==> src/rtl/adp_pkg.sv <==
package adp_pkg;
  function automatic int clog2_min1(input int v);
    int r;
    r = $clog2(v);
    return (r < 1) ? 1 : r;
  endfunction
endpackage

==> src/rtl/adp_map.sv <==
// Splits a narrow address into wide row and lane inside that row.
module adp_map #(
  parameter int NA_AW  = 6,
  parameter int ROW_W  = 1,
  parameter int LANE_W = 5
) (
  input  logic [NA_AW-1:0]  n_addr_i,
  output logic [ROW_W-1:0]  row_o,
  output logic [LANE_W-1:0] lane_o
);
  localparam int NA_PAD = ROW_W + LANE_W;
  logic [NA_PAD-1:0] addr_ext;

  always_comb begin
    addr_ext = '0;
    addr_ext[NA_AW-1:0] = n_addr_i;
    lane_o = addr_ext[LANE_W-1:0];
    row_o  = addr_ext[NA_PAD-1:LANE_W];
  end
endmodule

==> src/rtl/adp_store.sv <==
// Wide-word array. The narrow port writes one lane and the wide port writes a full row.
module adp_store #(
  parameter int NARROW_W = 1,
  parameter int WIDE_W   = 32,
  parameter int DEPTH    = 2,
  parameter int ROW_W    = 1,
  parameter int LANE_W   = 5
) (
  input  logic                clk_i,
  input  logic                rst_ni,
  input  logic                n_wr_i,
  input  logic                n_rd_i,
  input  logic [ROW_W-1:0]    n_row_i,
  input  logic [LANE_W-1:0]   n_lane_i,
  input  logic [NARROW_W-1:0] n_wdata_i,
  output logic [NARROW_W-1:0] n_rdata_o,
  input  logic                w_wr_i,
  input  logic                w_rd_i,
  input  logic [ROW_W-1:0]    w_row_i,
  input  logic [WIDE_W-1:0]   w_wdata_i,
  output logic [WIDE_W-1:0]   w_rdata_o
);
  logic [WIDE_W-1:0] mem_q [DEPTH];

  always_ff @(posedge clk_i) begin
    if (w_wr_i) mem_q[w_row_i] <= w_wdata_i;
    if (n_wr_i) mem_q[n_row_i][n_lane_i*NARROW_W +: NARROW_W] <= n_wdata_i;
  end

  // read-first: nonblocking update leaves old data visible this edge
  always_ff @(posedge clk_i or negedge rst_ni) begin
    if (!rst_ni) begin
      n_rdata_o <= '0;
      w_rdata_o <= '0;
    end else begin
      if (n_rd_i) n_rdata_o <= mem_q[n_row_i][n_lane_i*NARROW_W +: NARROW_W];
      if (w_rd_i) w_rdata_o <= mem_q[w_row_i];
    end
  end
endmodule

==> src/rtl/asym_dpram.sv <==
module asym_dpram
  import adp_pkg::*;
#(
  parameter int MEM_BITS = 64,
  parameter int NARROW_W = 1,
  parameter int WIDE_W   = 32,
  localparam int RATIO   = WIDE_W / NARROW_W,
  localparam int DEPTH   = MEM_BITS / WIDE_W,
  localparam int NA_AW   = clog2_min1(MEM_BITS / NARROW_W),
  localparam int WA_AW   = clog2_min1(DEPTH),
  localparam int LANE_W  = clog2_min1(RATIO)
) (
  input  logic                clk_i,
  input  logic                rst_ni,
  input  logic                n_en_i,
  input  logic                n_we_i,
  input  logic [NA_AW-1:0]    n_addr_i,
  input  logic [NARROW_W-1:0] n_wdata_i,
  output logic [NARROW_W-1:0] n_rdata_o,
  input  logic                w_en_i,
  input  logic                w_we_i,
  input  logic [WA_AW-1:0]    w_addr_i,
  input  logic [WIDE_W-1:0]   w_wdata_i,
  output logic [WIDE_W-1:0]   w_rdata_o
);
  logic [WA_AW-1:0]  n_row;
  logic [LANE_W-1:0] n_lane;

  adp_map #(.NA_AW(NA_AW), .ROW_W(WA_AW), .LANE_W(LANE_W)) u_map (
    .n_addr_i(n_addr_i),
    .row_o   (n_row),
    .lane_o  (n_lane)
  );

  adp_store #(
    .NARROW_W(NARROW_W), .WIDE_W(WIDE_W), .DEPTH(DEPTH),
    .ROW_W(WA_AW), .LANE_W(LANE_W)
  ) u_store (
    .clk_i    (clk_i),
    .rst_ni   (rst_ni),
    .n_wr_i   (n_en_i & n_we_i),
    .n_rd_i   (n_en_i),
    .n_row_i  (n_row),
    .n_lane_i (n_lane),
    .n_wdata_i(n_wdata_i),
    .n_rdata_o(n_rdata_o),
    .w_wr_i   (w_en_i & w_we_i),
    .w_rd_i   (w_en_i),
    .w_row_i  (w_addr_i),
    .w_wdata_i(w_wdata_i),
    .w_rdata_o(w_rdata_o)
  );
endmodule

==> config.mk <==
export PLATFORM = sky130hd
export DESIGN_NAME = asym_dpram
export DESIGN_NICKNAME = d
export VERILOG_FILES = /design/src/rtl/adp_pkg.sv /design/src/rtl/adp_map.sv /design/src/rtl/adp_store.sv /design/src/rtl/asym_dpram.sv
export SDC_FILE = /design/constraint.sdc
export NUM_CORES = 1
export LEC_CHECK = 0
export ABC_AREA = 1
export BUFFER_PORTS_ARGS = -buffer_cell sky130_fd_sc_hd__buf_4
export CAP_MARGIN = 20
export CORE_MARGIN = 5
export CORE_UTILIZATION = 60
export CTS_BUF_LIST = sky130_fd_sc_hd__clkbuf_8 sky130_fd_sc_hd__clkbuf_16
export DETAILED_ROUTE_END_ITERATION = 8
export HOLD_SLACK_MARGIN = 0.03
export PLACE_DENSITY = 0.93
export SLEW_MARGIN = 20
export SYNTH_ARGS = -nofsm -noshare
export SYNTH_HDL_FRONTEND = slang
export SYNTH_HIERARCHICAL = 1
export SYNTH_SLANG_ARGS = --single-unit
export TNS_END_PERCENT = 100
==> constraint.sdc <==
create_clock -name clk_i -period 3.81 [get_ports clk_i]
set_clock_uncertainty 0.15 [all_clocks]
set_input_delay 0.381 -clock clk_i [delete_from_list [all_inputs] [get_ports clk_i]]
set_output_delay 0.381 -clock clk_i [all_outputs]
set_load 0.03 [all_outputs]
==> results of run 1 <==
-- metal layers --
layer  part of all wire, %  wire [um]  vias to the layer above  GRT usage [%]
li1                      -          -                     2908              -
met3                    13       2290                       75           6.11
met2                    45       7670                      464           42.1
met4                   4.0        684                        0           12.8
met1                    38       6510                     2750           37.2
met5                     0          0                        -              0
-- power groups by stage --
stage / Combinational [mW] / Clock (mW) / Sequential, mW
after detailed placement: 0.500 / 0 / 1.27
after global routing: 0.556 / 0.727 / 1.26
after global placement: 0.492 / 0 / 1.27
final: 0.511 / 0.681 / 1.25
after floorplan: 0.260 / 0 / 1.33
after CTS: 0.504 / 0.683 / 1.25
-- Yosys cell counts, types with 7 or more instances --
| library cell | n |
|---|---|
| nand2_1 | 365 |
| buf_1 | 7 |
| a31oi_1 | 32 |
| edfxtp_1 | 64 |
| o21ai_0 | 29 |
| clkbuf_1 | 31 |
| nand4_1 | 10 |
| inv_1 | 32 |
| dfrtp_1 | 33 |
| nor2_1 | 89 |
| buf_4 | 7 |
| nand3_1 | 110 |
| o21ai_1 | 11 |
-- worst max-delay path: cells and delay by family --
family                     cells  cell delay [ns]
AOI/OAI and AO/OA              1             0.08
buffers and inverters          3             0.69
adders and majority gates      2             0.72
and+or+nand+nor                7             1.17
-- kinds of logic (layout without fill, tap and decap cells) --
kind of cell,count (synthesis),in the layout
flip-flops,97,97
AND/OR/NAND/NOR,588,588
AO/OA/AOI/OAI,78,78
buffers and inverters,93,143
adder cells (fa/ha/maj),2,2
XOR/XNOR,1,1
-- metrics by stage --
stage               std cells  hold WS (ns)  setup slack [ns]  util, %  power [mW]
floorplan                 859       -0.0646             0.838        -        1.59
global placement         1025         0.190             0.613     67.8        1.76
detailed placement       1025         0.192             0.462     67.8        1.77
CTS                      1042         0.122             0.782     69.9        2.44
global route             1042         0.117             0.448     69.9        2.54
finish                   1042         0.120             0.711     69.9        2.45
-- flip-flops by register name (all words and copies together) (netlist names) --
signal / cells
u_store/n_rdata_o: 1
u_store/w_rdata_o: 32
u_store/mem_q: 64
-- area by class of cell --
class	instances	share of cell area [%]
timing repair buffer	87	9.56
clock buffer	10	2.01
tap	133	2.43
sequential	97	40.1
inverter	40	2.19
clock inverter	6	0.839
multi-input combinational	669	42.9
-- cell usage in the layout, fill, tap and decap left out --
cell	count
a21oi_1	5
a31oi_1	32
buf_4	86
bufinv_16	1
clkbuf_8	10
clkinv_1	3
clkinvlp_4	1
dfrtp_1	33
dlygate4sd3_1	1
edfxtp_1	64
ha_1	2
inv_1	34
inv_2	5
inv_4	2
nand2_1	365
nand2_2	1
nand2_4	1
nand3_1	110
nand3_2	1
nand4_1	10
nor2_1	89
nor2_2	2
nor2_4	2
nor3_2	1
nor3_4	3
nor4b_1	1
o211ai_1	1
o21ai_0	29
o21ai_1	11
or2_1	2
xor2_4	1
-- worst max-delay path by stage --
| stage | startpoint | endpoint | depth (start not counted) |
|---|---|---|---|
| after floorplan | n_addr_i[0] | u_store/mem_q[1][21] | 14 |
| after global placement | n_addr_i[1] | u_store/mem_q[1][15] | 13 |
| after detailed placement | n_addr_i[1] | u_store/mem_q[1][15] | 13 |
| after CTS | n_addr_i[1] | u_store/mem_q[1][13] | 13 |
| after global routing | n_addr_i[1] | u_store/mem_q[1][15] | 13 |
| final | n_addr_i[1] | u_store/mem_q[1][13] | 13 |
==> metrics, run 1 <==
sequential cell area 0.00275 mm2; num rows 36; die width 111 um; # IOs 79; largest area contributor in the netlist edfxtp_1; Hold Crit Endpoint u_store/n_rdata_o; Max Buffers Root-to-Sink 2; largest family of logic cells by synthesized area simple AND/OR/NAND/NOR gates; register area share after synthesis between 40% and 50%; vias in the first global route 5740; CP dominant cell by count nand2_1; Seq cells post-synth 97; Yosys cell types 30; CTS Sinks 97; Synth Area per Inst about 7.1 um2; Port Buffers 78; Synth Flop Type edfxtp_1; ys async rst share 34.0%; share of power burned in registers between 50% and 60%; Syn Nets approximately 900; CTS Buf Count 9; P_leak 3.30 nW; H-tree levels 3; gp weighted congestion between 0.9 and 1; Vert. Die Dim 111 um; first-pass GRT wire length 27600 um; RSZ-0062 raised after global routing false; area of the multi-input gates between 0.002 and 0.003 mm2; Resize count post-CTS 0; status completed; Core ar. 0.00982 mm2; max_cap viols 0; Synth Area in Simple Gates between 40% and 50%; share of layout cells above drive strength 1 12.9%; CTS Hold Bufs 1; post-route design area slightly below 0.007 mm2; Final nets between 900 and 1000; Slew Limit Fails 0; CP max-delay cell nor2_1; Period Utilization, post-route between 80% and 90%; Post-route DRC 0; Crit path arrival time 3.07 ns; r2r setup slk ~2.3 ns; worst reg2reg path endpoint u_store/n_rdata_o; multiplexer share of the synthesized area 0%; Max-slew headroom 30.9%; antenna violations before repair 0; internal power between 1.5 and 2 mW; Yosys warnings 6; top cells by area, synth edfxtp_1, nand2_1, dfrtp_1, nand3_1, nor2_1; Max IR drop VDD 219 uV; post-synthesis cell area 0.00609 mm2; wire per inst 16.5 um; DRT antenna net count 0; Hold WC Path Type in2reg; Hold Path Origin n_en_i; final wirelength 17200 um; number of fill cells 781; worst reg2reg path depth 10; WS Path Type in2reg; worst-skew pair later-pin latency 0.37 ns; xor/xnor share of the synthesized area 0.452%; setup TNS 0 ns; Pre-antenna DRT Iters 7; largest net degree at the start of global routing 80; CTS tree yes; Post-synth EDFFs 64; CP Launch Type input pin; max incr delay on CP between 0.4 and 0.5 ns; Adder-Cell Fraction of Synth Area 0.411%; Root Buffer clkbuf_8; reg-to-reg startpoint u_store/mem_q[1][6]; Synth Area in Compound Gates roughly 7.1%; worst-margin pin slew 1.04 ns; Via Count 6197; Layout area overhead 12.6%; Setup crit end kind flip-flop; P_sw 0.754 mW; Worst Path Max Fanout 10; Clk pin slew, worst setup/hold paths approximately 0.090 ns; setup bufs post-CTS 0; CP cell instances buf_4, clkinv_1, ha_1, nand2_1, nor2_1, ha_1, nand2_1, nor2_1, nand2_1, inv_1, nand3_1, nand2_1, o21ai_0; Pwr Density approximately 360 mW/mm2; vias per inst slightly below 6; antenna cells 0; count of final hold-check violations 0; initial core utilization 62.0%; max frequency 0.323 GHz; Yosys top cell area share 31.6%; Hold Crit Depth 3; total die area about 0.012 mm2; Initial DRC Count 876; post-detail-place hpwl between 10000 and 15000 um; GRT Util Overall a little over a quarter; Syn Inst Count 859; Switching Fraction between 30% and 40%; GRT overflow 0; dpl cell area 0.00666 mm2; Clk network pwr share between 20 and 30%; CP Data Required Time about 3.8 ns; minimum clock period 3.10 ns; Comb pwr share 20.9%; Setup-failing EPs final 0
Power figures use the tool's default switching activity.
==> run 2: changes to the inputs <==
- CORE_UTILIZATION: 60 -> 59
- PLACE_DENSITY: 0.93 -> 0.92
- clock period: 3.81 -> 3 ns (I/O delays scaled with it)
==> run 2 against run 1 <==
Against the previous run: combinational power grew 29%; sequential power grew 28%; hold slack lost 0.071 ns; utilization shrank 2.0 points; total power grew 24%; critical path depth grew 3.
==> metrics, run 2 (same netlist as run 1, synthesis figures left out) <==
status completed (unchanged); Switching Fraction 32.3% (was 30.8%); CP bufs+invs 3 (unchanged); internal power 2.06 mW (was 1.69 mW); Setup-failing EPs final 0 (unchanged); total die area 0.0125 mm2 (was 0.0123 mm2); CP cell instances buf_4, clkinv_1, ha_1, nand2_1, nor2_1, ha_1, inv_1, nand2_1, nor2_2, nand2_1, nor2_1, nand3_1, nor2_1, nand2_1, nand2_1, nand2_1 (was buf_4, clkinv_1, ha_1, nand2_1, nor2_1, ha_1, nand2_1, nor2_1, nand2_1, inv_1, nand3_1, nand2_1, o21ai_0); CTS Hold Bufs 1 (unchanged); Clk pin slew, worst setup/hold paths 0.11 ns (was 0.09 ns); worst-margin pin slew 0.841 ns (was 1.04 ns); Tot Pwr 3.04 mW (was 2.45 mW); RSZ-0062 raised after global routing false (unchanged); Via Count 6090 (was 6197); Final nets 962 (was 952); Layout area overhead 13.5% (was 12.6%); worst-skew pair later-pin latency 0.37 ns (about the same); Largest Register u_store/mem_q (unchanged); CP Launch Type input pin (unchanged); P_leak 3.34 nW (was 3.30 nW); Hold WC Path Type in2reg (unchanged); sequential cell area 0.00275 mm2 (unchanged); Worst Setup Slack post-DPL 0.215 ns (was 0.462 ns); # placed instances 1038 (was 1025); Comb pwr share 21.7% (was 20.9%); DRT antenna net count 0 (unchanged); minimum clock period 2.46 ns; GRT overflow 0 (unchanged); count of final hold-check violations 0 (unchanged); Vert. Die Dim 112 um (was 111 um); Post-route DRC 0 (unchanged); antenna violations before repair 0 (unchanged); max FFs per register 64 (unchanged); GRT Util Overall 28.1% (was 27.5%); Largest regs u_store/mem_q: 64 flops, u_store/w_rdata_o: 32 flops, u_store/n_rdata_o: 1 flops (unchanged); CTS Buf Count 9 (unchanged); met2 Use GR 44.9% (was 42.1%); num rows 37 (was 36); Max Buffers Root-to-Sink 2 (unchanged); Crit path arrival time 2.43 ns (was 3.07 ns); share of layout cells above drive strength 1 13.8% (was 12.9%); CTS Sinks 97 (unchanged); M1 GR Usage 36.3% (was 37.2%); number of fill cells 887 (was 781); Root Buffer clkbuf_8 (unchanged); antenna cells 0 (unchanged); Initial DRC Count 824 (was 876); Slew Limit Fails 0 (unchanged); Pwr Density 440 mW/mm2 (was 357 mW/mm2); area of the multi-input gates 0.00295 mm2 (unchanged); largest net degree at the start of global routing 80 (unchanged); CTS tree yes (unchanged); commonest cells after routing, fill and taps aside nand2_1, nand3_1, buf_4, nor2_1, edfxtp_1 (was nand2_1, nand3_1, nor2_1, buf_4, edfxtp_1); first-pass GRT wire length 27800 um (was 27600 um); Top Usage Layer GRT met2 (unchanged); # IOs 79 (unchanged); post-detail-place hpwl 13200 um (was 12300 um); GR Util met3 9.02% (was 6.11%); setup TNS 0 ns (unchanged); die width 112 um (was 111 um); Setup crit end kind flip-flop (unchanged); vias per inst 5.77 (was 5.95); gp weighted congestion 0.935 (was 0.979); setup bufs post-CTS 0 (unchanged); max frequency 0.406 GHz; Max IR drop VDD 276 uV (was 219 uV); most common cell after layout, fill and taps aside nand2_1 (unchanged); max incr delay on CP 0.25 ns (was 0.42 ns); initial core utilization 59.8% (was 62.0%); share of power burned in registers 52.5% (was 51.3%); Max-slew headroom 43.9% (was 30.9%); CP max-delay cell nor2_1 (unchanged); WS Path Type in2reg (unchanged); Pre-antenna DRT Iters 6 (was 7); Resize count post-CTS 0 (unchanged); H-tree levels 3 (unchanged); CP Data Required Time 2.97 ns (was 3.78 ns); CP dominant cell by count nand2_1 (unchanged); Clk network pwr share 25.8% (was 27.8%); vias in the first global route 5585 (was 5740); P_sw 0.982 mW (was 0.754 mW); max_cap viols 0 (unchanged); final wirelength 17600 um (was 17200 um); Worst Path Max Fanout 10 (unchanged); Core ar. 0.0102 mm2 (was 0.00982 mm2); fin worst setup slack 0.540 ns (was 0.711 ns); wire per inst 16.7 um (was 16.5 um); Final Non-Filler Cells 1055 (was 1042); Period Utilization, post-route between 80 and 90%; Top Family by Delay on Critical Path simple AND/OR/NAND/NOR gates (unchanged); Port Buffers 78 (unchanged)
-- run 2: worst paths after layout --
kind | slack (ns) | cells after the start | startpoint | to
worst max-delay path | 0.54 | 16 | n_addr_i[1] | u_store/mem_q[1][22]
worst min-delay path | 0.05 | 3 | w_wdata_i[4] | u_store/mem_q[0][4]
worst max register to register | 1.47 | 10 | u_store/mem_q[1][8] | u_store/n_rdata_o
worst min register to register | 0.39 | 2 | u_store/w_rdata_o[12] | u_store/w_rdata_o[12]
max in group asynchronous | 2.15 | 2 | rst_ni | u_store/w_rdata_o[19]
min in group asynchronous | 0.24 | 2 | rst_ni | u_store/w_rdata_o[3]
-- run 2: per-layer routing --
layer	vias to the layer above	share of wire, %
met1	2771	38
met4	0	2.9
li1	2930	-
met3	48	13
met5	-	0
met2	341	46
-- run 2: worst register-to-register path, stage by stage (launching register included) --
cell	delay, ns
edfxtp_1	0.48
inv_1	0.09
nand2_1	0.05
o211ai_1	0.11
nand3_1	0.10
nand3_1	0.08
nand2_1	0.06
nand2_1	0.05
nand3_1	0.06
nor2_1	0.13
nor2_1	0.06
-- run 2: stage by stage --
step | utilization, % | cell area, um2 | hold WS (ns)
2_1_floorplan | - | 6090 | -0.146
3_3_place_gp | 66.1 | 6730 | 0.108
3_5_place_dp | 66.1 | 6730 | 0.110
4_1_cts | 67.9 | 6920 | 0.0373
5_1_grt | 67.9 | 6920 | 0.0394
6_report | 67.9 | 6920 | 0.0496
-- run 2: area by class of cell --
cell class,count,share of cell area [%]
clock inverters,7,0.688
well taps,136,2.46
inverters,40,2.17
multi-input cells,669,42.6
clock buffers,9,1.79
flip-flops and latches,97,39.7
repair buffers,97,10.6
-- run 2: power groups by stage --
stage	Sequential, mW	Combinational [mW]	Clock [mW]
2_1_floorplan	1.69	0.331	0
4_1_cts	1.59	0.654	0.797
3_3_place_gp	1.62	0.637	0
6_report	1.60	0.658	0.785
3_5_place_dp	1.62	0.651	0
5_1_grt	1.61	0.716	0.851
==> run 3: changes to the inputs <==
- ABC_AREA: 1 -> 0
- CORE_UTILIZATION: 59 -> 53
- PLACE_DENSITY: 0.92 -> 0.88
- clock period: 3 -> 2.1 ns (I/O delays scaled with it)
==> run 3 against run 2 <==
Against the previous run: the run now ends with setup timing left; non-clock buffer count grew 87; global-route usage is 0.84 points lower; cell count fell by 20%; critical path depth fell by 11; routed wire length up 2.7%; sequential share of layout area shrank 3.9 points; combinational power up 75%; die area rose by 6.2%; setup slack got worse by 0.55 ns; clock-buffer cell count up 2; final area increased by 11%; sequential power up 41%; critical path type is now reg2reg.
==> metrics, run 3 <==
status finished, violations left (was completed); failing checks setup timing; H-tree levels 3 (unchanged); Port Buffers 78 (unchanged); final wirelength 18100 um (was 17600 um); Vert. Die Dim 115 um (was 112 um); Setup crit end kind flip-flop (unchanged); Initial DRC Count 605 (was 824); P_leak 2.96 nW (was 3.34 nW); Via Count 5546 (was 6090); Yosys cell types 50 (was 30); ys async rst share 34.0% (unchanged); Largest Register u_store/mem_q (unchanged); # IOs 79 (unchanged); Core Util, Final 70.8% (was 67.9%); Post-synth EDFFs 64 (unchanged); Final nets 745 (was 962); Max Buffers Root-to-Sink 2 (unchanged); Crit path arrival time 2.22 ns (was 2.43 ns); register area share after synthesis 47.0% (was 45.1%); top post-synthesis cells by count o21ai_0, edfxtp_1, clkbuf_1, nor2_1, o41ai_1 (was nand2_1, nand3_1, nor2_1, edfxtp_1, dfrtp_1); vias in the first global route 5500 (was 5585); post-synthesis cell area 0.00585 mm2 (was 0.00609 mm2); Synth Area in Simple Gates 10.9% (was 40.4%); Seq cells post-synth 97 (unchanged); number of fill cells 736 (was 887); antenna violations before repair 1 (was 0); die width 115 um (was 112 um); post-route design area 0.00768 mm2 (was 0.00692 mm2); Synth Area in Compound Gates 21.3% (was 7.11%); Synth Flop Type edfxtp_1 (unchanged); Hold WC Path Type in2reg (unchanged); r2r setup slk -0.007 ns (was 1.47 ns); xor/xnor share of the synthesized area 0.150% (was 0.452%); Core ar. 0.0108 mm2 (was 0.0102 mm2); Yosys top cell area share 32.9% (was 31.6%); max_cap viols 0 (unchanged); GRT Util Overall 27.3% (was 28.1%); vias per inst 6.58 (was 5.77); CP dominant cell by count mux4_2 (was nand2_1); CP Launch Type flip-flop (was input pin); GRT overflow 0 (unchanged); gp weighted congestion 0.960 (was 0.935); wire per inst 21.4 um (was 16.7 um); CTS Buf Count 9 (unchanged); minimum clock period 2.11 ns; Max-slew headroom 58.6% (was 43.9%); CP Data Required Time 2.21 ns (was 2.97 ns); CTS Sinks 97 (unchanged); Pwr Density 590 mW/mm2 (was 440 mW/mm2); Setup-failing EPs final 1 (was 0); dpl cell area 0.00704 mm2 (was 0.00673 mm2); Synth Area per Inst 10.3 um2 (was 7.09 um2); top cells by area, synth edfxtp_1, dfrtp_1, o21ai_0, mux2i_1, mux4_2 (was edfxtp_1, nand2_1, dfrtp_1, nand3_1, nor2_1); RSZ-0062 raised after global routing true (was false); Yosys warnings 6 (unchanged); initial core utilization 53.9% (was 59.8%); count of final hold-check violations 0 (unchanged); Adder-Cell Fraction of Synth Area 0.428% (was 0.411%); total die area 0.0132 mm2 (was 0.0125 mm2); first-pass GRT wire length 27900 um (was 27800 um); Tot Pwr 4.53 mW (was 3.04 mW); WS Path Type reg2reg (was in2reg); sequential cell area 0.00275 mm2 (unchanged); largest net degree at the start of global routing 65 (was 80); worst-margin pin slew 0.622 ns (was 0.841 ns); Max IR drop VDD 301 uV (was 276 uV); largest family of logic cells by synthesized area compound AO/OA/AOI/OAI gates (was simple AND/OR/NAND/NOR gates); multiplexer share of the synthesized area 14.6% (was 0%); Slew Limit Fails 0 (unchanged); CP max-delay cell mux4_2 (was nor2_1); largest area contributor in the netlist edfxtp_1 (unchanged); CTS tree yes (unchanged); post-detail-place hpwl 12200 um (was 13200 um); Syn Nets 614 (was 907); CP cell instances mux4_2, mux4_2, nand3_2, o21ai_1, o32a_1 (was buf_4, clkinv_1, ha_1, nand2_1, nor2_1, ha_1, inv_1, nand2_1, nor2_2, nand2_1, nor2_1, nand3_1, nor2_1, nand2_1, nand2_1, nand2_1); max incr delay on CP 0.50 ns (was 0.25 ns); Period Utilization, post-route 100%; worst-skew pair later-pin latency 0.38 ns (was 0.37 ns); Clk pin slew, worst setup/hold paths 0.09 ns (was 0.11 ns); most common cell after layout, fill and taps aside buf_4 (was nand2_1); share of layout cells above drive strength 1 35.3% (was 13.8%); max FFs per register 64 (unchanged); most common cell in the netlist o21ai_0 (was nand2_1); Post-route DRC 0 (unchanged); Largest regs u_store/mem_q: 64 flops, u_store/w_rdata_o: 32 flops, u_store/n_rdata_o: 1 flops (unchanged); area of the multi-input gates 0.00306 mm2 (was 0.00295 mm2); fin worst setup slack -0.00679 ns (was 0.540 ns); max frequency 0.475 GHz; num rows 38 (was 37); Root Buffer clkbuf_8 (unchanged); commonest cells after routing, fill and taps aside buf_4, o21ai_0, edfxtp_1, nor2_1, mux2i_1 (was nand2_1, nand3_1, buf_4, nor2_1, edfxtp_1); DRT antenna net count 0 (unchanged); Worst Path Max Fanout 2 (was 10); Layout area overhead 31.4% (was 13.5%); Pre-antenna DRT Iters 5 (was 6); Syn Inst Count 566 (was 859)
run 3: layout make-up:
cell class / count / area share [%]
Clock buffer: 11 / 1.97
Clock inverter: 5 / 0.310
Antenna cell: 1 / 0.0326
Multi-Input combinational cell: 399 / 39.8
Tap cell: 140 / 2.28
Sequential cell: 97 / 35.8
Timing Repair Buffer: 184 / 19.5
Inverter: 6 / 0.326
run 3: worst paths after layout:
path,from,endpoint,cells past startpoint
max,u_store/mem_q[1][24],u_store/n_rdata_o,5
min reg2reg,u_store/w_rdata_o[19],u_store/w_rdata_o[19],2
min in group asynchronous,rst_ni,u_store/w_rdata_o[18],2
min,n_en_i,u_store/n_rdata_o,3
max in group asynchronous,rst_ni,u_store/w_rdata_o[0],2
max reg2reg,u_store/mem_q[1][24],u_store/n_rdata_o,5
run 3: what timing repair did:
action / CTS / global route
hold buffers: 34 / 0
hold endpoints to repair: 91 / 0
pin swaps: 3 / 1
setup buffers: 0 / 2
gates cloned: 0 / 0
gates resized for setup: 9 / 18
endpoints found under the setup margin: 20 / 20
run 3: per-layer routing:
layer | share of wire, % | up-vias | GRT usage (%)
met5 | 0 | - | 0
met4 | 5.6 | 0 | 16.2
met3 | 11 | 91 | 4.84
met2 | 48 | 419 | 43.2
met1 | 35 | 2598 | 35.1
li1 | - | 2438 | -
run 3: cell families after synthesis:
| family | count (synthesis) |
|---|---|
| flip-flops | 97 |
| XOR/XNOR | 1 |
| adder cells (fa/ha/maj) | 2 |
| AO/OA/AOI/OAI | 201 |
| buffers and inverters | 70 |
| multiplexers | 64 |
| AND/OR/NAND/NOR | 131 |
run 3: critical path: cells and delay by family (launching register included):
kind / cells / cell delay [ns]
DFF: 1 / 0.44
and+or+nand+nor: 1 / 0.07
AOI/OAI and AO/OA: 2 / 0.35
muxes: 2 / 0.99
run 3: metrics by stage:
| stage | setup TNS, ns | std cells | hold WS (ns) | setup slack [ns] |
|---|---|---|---|---|
| floorplan | -51.52 | 566 | -0.236 | -0.805 |
| global placement | -23.27 | 790 | 0.0269 | -0.454 |
| detailed placement | -31.33 | 790 | 0.0450 | -0.557 |
| CTS | 0 | 840 | 0.0851 | 0.00497 |
| global route | -0.0548 | 843 | 0.0837 | -0.0181 |
| finish | -0.00679 | 843 | 0.0916 | -0.00679 |
run 3: report_power, final:
part,total (mW),switching (mW),internal (mW)
combinational,1.15,0.660,0.487
clock,1.13,0.649,0.482
sequential,2.25,0.0736,2.18
